File: src/rtl/stage_map_regs.sv
module stage_map_regs #(
  parameter int NREG = 16,
  parameter int DATA_W = 8,
  parameter int IDX_LSB = 16,
  parameter logic [NREG-1:0] RESET_MAP = 16'hCBEF,
  parameter int ACK_IDX = 0,
  parameter int EN_IDX = 1,
  parameter int FIRST_MAP = 2,
  parameter int LAST_MAP = 13,
  parameter int COMMIT_IDX = 14,
  localparam int IDX_W = $clog2(NREG),
  localparam int DBIT = DATA_W - 1
) (
  input  logic                      clk,
  input  logic                      rst_n,
  input  logic                      cs,
  input  logic                      we,
  input  logic [IDX_LSB+IDX_W-1:IDX_LSB] addr,
  input  logic [DATA_W-1:0]         wdata,
  input  logic [DATA_W-1:0]         mdr,
  input  logic                      ready,
  output logic [DATA_W-1:0]         rdata,
  output logic [NREG-1:0]           live_map,
  output logic                      irq
);

  logic [IDX_W-1:0] idx;
  logic             wbit;
  logic [NREG-1:0]  live_q, shadow_q;
  logic             dirty_q, flag_q, en_q;
  logic             wr, map_wr, commit, rd_bit;
  logic             unused_bits;

  assign idx    = addr;
  assign wbit   = wdata[DBIT];
  assign wr     = cs & we;
  assign map_wr = wr && (idx >= IDX_W'(FIRST_MAP)) && (idx <= IDX_W'(LAST_MAP));
  assign commit = wr && (idx == IDX_W'(COMMIT_IDX)) && dirty_q;
  assign unused_bits = ^{wdata[DBIT-1:0], mdr[DBIT]};

  always_ff @(posedge clk or negedge rst_n) begin
    if (!rst_n)      shadow_q <= RESET_MAP;
    else if (map_wr) shadow_q[idx] <= wbit;
  end

  always_ff @(posedge clk or negedge rst_n) begin
    if (!rst_n)      live_q <= RESET_MAP;
    else if (commit) live_q <= shadow_q;
  end

  always_ff @(posedge clk or negedge rst_n) begin
    if (!rst_n)                              dirty_q <= 1'b0;
    else if (commit)                         dirty_q <= 1'b0;
    else if (map_wr && wbit != live_q[idx])  dirty_q <= 1'b1;
  end

  always_ff @(posedge clk or negedge rst_n) begin
    if (!rst_n)                               flag_q <= 1'b0;
    else if (ready)                           flag_q <= 1'b1;
    else if (wr && idx == IDX_W'(ACK_IDX))    flag_q <= 1'b0;
  end

  always_ff @(posedge clk or negedge rst_n) begin
    if (!rst_n)                               en_q <= 1'b0;
    else if (wr && idx == IDX_W'(EN_IDX))     en_q <= wbit;
  end

  always_comb begin
    if (idx == IDX_W'(ACK_IDX))          rd_bit = flag_q;
    else if (idx == IDX_W'(EN_IDX))      rd_bit = en_q;
    else if (idx > IDX_W'(LAST_MAP))     rd_bit = 1'b0;
    else                                 rd_bit = live_q[idx];
  end

  assign rdata    = {rd_bit, mdr[DBIT-1:0]};
  assign live_map = live_q;
  assign irq      = flag_q & en_q;

endmodule

File: config.mk
export PLATFORM = sky130hd
export DESIGN_NAME = stage_map_regs
export DESIGN_NICKNAME = d
export VERILOG_FILES = /design/src/rtl/stage_map_regs.sv
export SDC_FILE = /design/constraint.sdc
export NUM_CORES = 1
export LEC_CHECK = 0
export CAP_MARGIN = 15
export CORE_AREA = 2 2 56 58
export CTS_CLUSTER_DIAMETER = 60
export DETAILED_ROUTE_END_ITERATION = 6
export DIE_AREA = 0 0 58 60
export DONT_BUFFER_PORTS = 1
export PLACE_DENSITY = 0.78
export SLEW_MARGIN = 10
export SYNTH_ARGS = -nofsm -noshare
export SYNTH_HDL_FRONTEND = slang
export SYNTH_SLANG_ARGS = --single-unit
File: constraint.sdc
create_clock -name clk -period 4.9 [get_ports clk]
set_input_delay 0.49 -clock clk [delete_from_list [all_inputs] [get_ports clk]]
set_output_delay 0.49 -clock clk [all_outputs]
set_load 0.02 [all_outputs]
==> results.py, run 1 <==
metrics = {
    "min_path": {
        "min_path_type": "input port to flip-flop",
    },
    "critical_path": {
        "r2r_end": "dirty_q",
        "worstRegToRegCells": 4,
        "rr_startpoint": "live_map[10]",
        "crit_start": "live_map[7]",
        "crit_chain": "mux4_2, mux2i_4, a21bo_1, a221oi_1",
        "critical_path.top_delay_family": "compound AO/OA/AOI/OAI gates",
        "worstPathRequired_ps": 4410,
        "slowest_delay_ps": 680,
        "cp.depth": 4,
        "cp_max_fo": 3,
        "rrSetupSlack_ps": 2950,
        "arrival_ps": 2220,
        "crit_end": "rdata[7]",
        "crit_type": "flip-flop to primary output",
        "end_kind": "primary output",
        "critPathBufInv": 0,
        "cpMaxStageDelayCell": "a221oi_1",
        "worst_setup_path_start_kind": "flip-flop",
    },
    "synthesis": {
        "synthTopCellsByArea": "dfstp_2 36%, dfrtp_1 16%, mux2_2 12%",
        "synth-xor-area-share_pct": 0,
        "synth_edf_count": 0,
        "synth_compound_area_share_pct": 4.11,
        "ys_types": 32,
        "ys_seq_area_share_pct": 51.3,
        "synth_cells": 134,
        "syn-cell-area_mm2": 0.00177,
        "muxShareOfSynthArea_pct": 27.4,
        "synthFlopType": "dfstp_2",
        "syn-num-nets": 159,
        "yosys.area.top_type": "dfstp_2",
        "synth_seq_cells": 35,
        "synthAdderAreaFrac_pct": 0,
        "synth_top_cell_area_share_pct": 35.7,
        "ys_warn_count": 0,
        "yosys.area_share.simple_pct": 10.3,
        "syn_avg_cell_area_um2": 13.2,
        "async_flop_share_pct": 100,
        "synth_top_family_by_area": "multiplexers",
    },
    "grt": {
        "grtUsageTotal_pct": 20.2,
        "grt_start_max_net_pins": 36,
        "grt_remaining_overflow": 0,
        "grt_pass1_vias": 1012,
        "grt_pass1_wl_mm": 5.06,
        "antenna_found_initial": 0,
    },
    "sta": {
        "hold_viol_final": 0,
        "max_slew_margin_pct": 54.7,
        "clock_skew_ps": 8.96,
        "slew_violations": 0,
        "fin_ws_ps": 2190,
        "rsz0062_at_grt": "false",
        "post-route-period-util_pct": 55.3,
        "hold_slack_ps": 262,
        "final.setup.tns_ps": 0,
        "setup_viol": 0,
        "fmax_mhz": 369,
        "worst_slew_pin_slew_ps": 794,
        "min_period_ps": 2710,
    },
    "cts": {
        "cts_buffer_depth": 2,
        "cts_setup_buffers": 0,
        "clkTransAtPathRegs_ps": 110,
        "cts-resized-gates": 0,
        "hold_buffers": 2,
        "clock-sinks": 35,
        "htreeDepth": 2,
        "cts_root_buffer": "clkbuf_4",
        "numCtsBuffers": 5,
        "tritoncts": "built",
        "clk_latency_ps": 340,
    },
    "route": {
        "m1WireLength_mm": 1.36,
        "routed-wl-met3_um": 197,
        "first_iter_violations": 21,
        "dr.pass1.iters": 3,
        "avgRoutedWirePerCell_um": 19.4,
        "met2WireLength_mm": 1.48,
        "via_count": 984,
        "highest_layer": "met4",
        "ant_nets": 0,
        "drc": 0,
        "drt_wl_total_mm": 3.07,
        "drt-vias-per-instance": 6.23,
    },
    "final_layout": {
        "final_common_cell": "dfstp_2",
        "fin_nets": 149,
        "layout_common_cells": "24 x dfstp_2, 19 x mux2_2, 13 x nand2_1",
        "antennaDiodeCount": 0,
        "fillCellCount": 226,
        "area_growth_pct": 0.425,
        "layout-drive-gt1-share_pct": 45.6,
    },
    "power_and_ir_drop": {
        "ir_drop_v": 0.000246,
        "p_leak_uw": 0.000730,
        "powerDensity_mw_per_mm2": 328,
    },
    "outcome": {
        "status": "complete, no violations",
    },
    "floorplan": {
        "io_pins": 50,
        "die-width_um": 58,
        "initial_core_util_pct": 60.9,
        "die_y_um": 60,
        "rows": 20,
        "coreArea_mm2": 0.00290,
        "fp.dieArea_mm2": 0.00348,
    },
    "placed_design": {
        "dp.final_hpwl_mm": 2.17,
        "gp_congestion": 0.770,
        "place_ws_ps": 2550,
        "numPortBuffers": 0,
    },
    "flow_run": {
        "cap_violations": 0,
    },
}
-- sequential cells by signal (all words and copies together) (netlist names) --
name,cells
live_map,16
shadow_q,16
dirty_q,1
en_q,1
flag_q,1
-- cell usage after synthesis, types with 2 or more instances --
master / count
clkbuf_1: 6
mux2_2: 19
o2111ai_1: 2
buf_4: 8
nand2b_1: 2
mux2_1: 11
nand3_1: 4
nand2_1: 13
dfrtp_1: 11
inv_1: 2
and2_1: 2
mux2i_1: 3
buf_2: 4
a2111oi_0: 2
nor2_1: 3
dfstp_2: 24
mux4_2: 3
-- metal layers --
metal,track usage (%),vias to the layer above
li1,-,456
met1,24.8,499
met2,33.1,25
met3,7.58,4
met4,6.98,0
met5,0,-
-- cell families (layout without fill, tap and decap cells) --
kind of cell	Yosys count	in the layout
buf+inv	21	12
simple gates	31	31
compound gates	9	9
mux	38	38
flops	35	35
-- worst reg2reg max path, stage by stage (launching register included) --
cell and delay (ps):
dfrtp_1 480, mux4_1 540, mux2i_1 220, mux2_1 350
a211o_1 270
-- per-stage QoR --
step           total power, µW  utilization [%]  cells  area, µm²
6_report                   581             61.1    158       1770
5_1_grt                    610             61.1    158       1770
4_1_cts                    585             61.1    158       1770
3_5_place_dp               432             58.4    148       1690
3_3_place_gp               427             58.4    148       1690
2_1_floorplan              435                -    134       1770
-- report_power, final --
part | total (µW) | switching, µW | internal [µW]
clock | 147 | 91.5 | 55.9
sequential | 367 | 32.7 | 334
combinational | 66.7 | 28.7 | 38.0
total | 581 | 153 | 428
-- worst min path at each step --
stage               start  endpoint  slack [ps]  depth (start not counted)
floorplan           rst_n   dirty_q         190                          0
global placement    rst_n    flag_q         200                          0
detailed placement  rst_n    flag_q         200                          0
CTS                 ready    flag_q         250                          1
global route        ready    flag_q         260                          1
finish              ready    flag_q         260                          1
-- cell type report --
type / instances / area [µm²] / area share, %
Clock buffer: 7 / 45.0 / 2.54
Clock inverter: 1 / 5.00 / 0.282
Inverter: 2 / 7.51 / 0.423
Multi-Input combinational cell: 78 / 739 / 41.7
Sequential cell: 35 / 906 / 51.1
Tap cell: 33 / 41.3 / 2.33
Timing Repair Buffer: 2 / 30.0 / 1.69
Power figures use the tool's default switching activity.
==> run 2: changes to the inputs <==
Settings changed: CORE_AREA 2 2 56 58 to 2 2 57 59, DIE_AREA 0 0 58 60 to 0 0 59 61, PLACE_DENSITY 0.78 to 0.75.
Clock period 4.9 ns to 2.6 ns, I/O delays scaled along.
==> run 2 against run 1 <==
Setup slack got worse by 1800 ps. Combinational power rose by 93%. Sequential share of layout area fell by 0.75 points. Clock skew rose by 4.9 ps. Largest cell class unchanged. Sequential cell count did not move.
==> results.py, run 2 (synthesis results as in run 1) <==
metrics = {
    "grt": {
        "grtUsageTotal_pct": 20.3,
        "grt_start_max_net_pins": 36,
        "antenna_found_initial": 0,
        "grt_pass1_wl_mm": 5.22,
        "grt_pass1_vias": 1077,
        "grt_remaining_overflow": 0,
    },
    "critical_path": {
        "slowest_delay_ps": 610,
        "worstPathRequired_ps": 2340,
        "arrival_ps": 1970,
        "r2r_end": "dirty_q",
        "crit_type": "flip-flop to primary output",
        "crit_chain": "mux4_2, mux2i_4, a21bo_1, a221oi_1, buf_4",
        "cp_max_fo": 3,
        "cpMaxStageDelayCell": "dfstp_2",
        "worst_setup_path_start_kind": "flip-flop",
        "rrSetupSlack_ps": 650,
        "rr_startpoint": "live_map[10]",
        "worstRegToRegCells": 4,
        "end_kind": "primary output",
    },
    "placed_design": {
        "place_ws_ps": 643,
        "numPortBuffers": 0,
        "dp.final_hpwl_mm": 2.22,
        "gp_congestion": 0.759,
    },
    "final_layout": {
        "fin_nets": 150,
        "layout-drive-gt1-share_pct": 46.8,
        "final_common_cell": "dfstp_2",
        "area_growth_pct": 1.91,
        "antennaDiodeCount": 0,
        "utilization_pct": 61.0,
        "layout_common_cells": "24 x dfstp_2, 19 x mux2_2, 13 x nand2_1",
    },
    "cts": {
        "clk_latency_ps": 340,
        "numCtsBuffers": 5,
        "clock-sinks": 35,
        "htreeDepth": 2,
        "clkTransAtPathRegs_ps": 100,
        "cts_buffer_depth": 2,
        "cts_root_buffer": "clkbuf_4",
        "cts_setup_buffers": 0,
        "tritoncts": "built",
    },
    "floorplan": {
        "coreArea_mm2": 0.00295,
        "io_pins": 50,
        "fp.dieArea_mm2": 0.00360,
        "die_y_um": 61,
        "die-width_um": 59,
        "initial_core_util_pct": 59.8,
        "rows": 20,
    },
    "route": {
        "ant_nets": 0,
        "via_count": 1003,
        "m1WireLength_mm": 1.33,
        "highest_layer": "met4",
        "avgRoutedWirePerCell_um": 19.7,
        "dr.pass1.iters": 3,
        "routed-wl-met3_um": 187,
        "drt-vias-per-instance": 6.31,
        "drc": 0,
        "drt_wl_total_mm": 3.13,
        "first_iter_violations": 55,
        "met2WireLength_mm": 1.56,
    },
    "power_and_ir_drop": {
        "ir_drop_v": 0.000293,
        "p_leak_uw": 0.000745,
        "powerDensity_mw_per_mm2": 640,
        "power.total_uw": 1150,
    },
    "sta": {
        "min_period_ps": 2230,
        "worst_slew_pin_slew_ps": 524,
        "fmax_mhz": 449,
        "clock_skew_ps": 13.9,
        "rsz0062_at_grt": "false",
        "max_slew_margin_pct": 64.6,
        "setup_viol": 0,
        "post-route-period-util_pct": 85.6,
        "hold_viol_final": 0,
        "fin_ws_ps": 375,
        "hold_slack_ps": 42.7,
        "slew_violations": 0,
        "final.setup.tns_ps": 0,
    },
    "min_path": {
        "min_path_type": "input port to flip-flop",
        "min_to": "flag_q",
        "min-delay-start": "ready",
        "min_path_cells": 1,
    },
    "flow_run": {
        "cap_violations": 0,
    },
    "outcome": {
        "status": "complete, no violations",
    },
}
run 2: changes by cell type in the layout (fill, tap and decap cells not counted):
cell      before  now
clkinv_2       1    0
clkbuf_1       2    1
buf_4          0    1
clkbuf_8       0    2
run 2: per-layer routing:
| layer | GRT usage [%] | up-vias |
|---|---|---|
| met3 | 5.76 | 7 |
| met4 | 9.74 | 0 |
| met5 | 0 | - |
| met1 | 26.2 | 516 |
| li1 | - | 449 |
| met2 | 31.7 | 31 |
run 2: worst max path at each step:
| stage | from | endpoint | cells past startpoint |
|---|---|---|---|
| final | live_map[7] | rdata[7] | 5 |
| after global routing | live_map[5] | rdata[7] | 5 |
| after CTS | live_map[7] | rdata[7] | 5 |
| after detailed placement | live_map[10] | dirty_q | 4 |
| after global placement | live_map[10] | dirty_q | 4 |
| after floorplan | live_map[10] | dirty_q | 4 |
run 2: metrics by stage:
| step | area, µm² | cells |
|---|---|---|
| 4_1_cts | 1800 | 159 |
| 3_5_place_dp | 1700 | 149 |
| 3_3_place_gp | 1700 | 149 |
| 2_1_floorplan | 1770 | 134 |
| 6_report | 1800 | 159 |
| 5_1_grt | 1800 | 159 |
run 2: worst max-delay path: cells and delay by family, from the launching register on:
family                 cells  cell delay [ps]
flip-flops                 1              610
AO/OA/AOI/OAI              2              440
buffers and inverters      1              190
multiplexers               2              390
run 2: area by class of cell:
class	instances	area, µm²
tap	33	41.3
timing repair buffer	3	37.5
sequential	35	906
multi-input combinational	78	739
fill	226	1150
clock buffer	8	68.8
inverter	2	7.51
run 2: power by group:
part | total (µW) | internal [µW] | switching, µW
clock | 331 | 159 | 172
sequential | 693 | 630 | 63.1
combinational | 129 | 73.6 | 54.9
total | 1150 | 863 | 290
run 2: what timing repair did:
item | in CTS | in global routing
resized for setup | 0 | 0
hold buffers | 2 | 0
endpoints found under the hold margin | 35 | 0
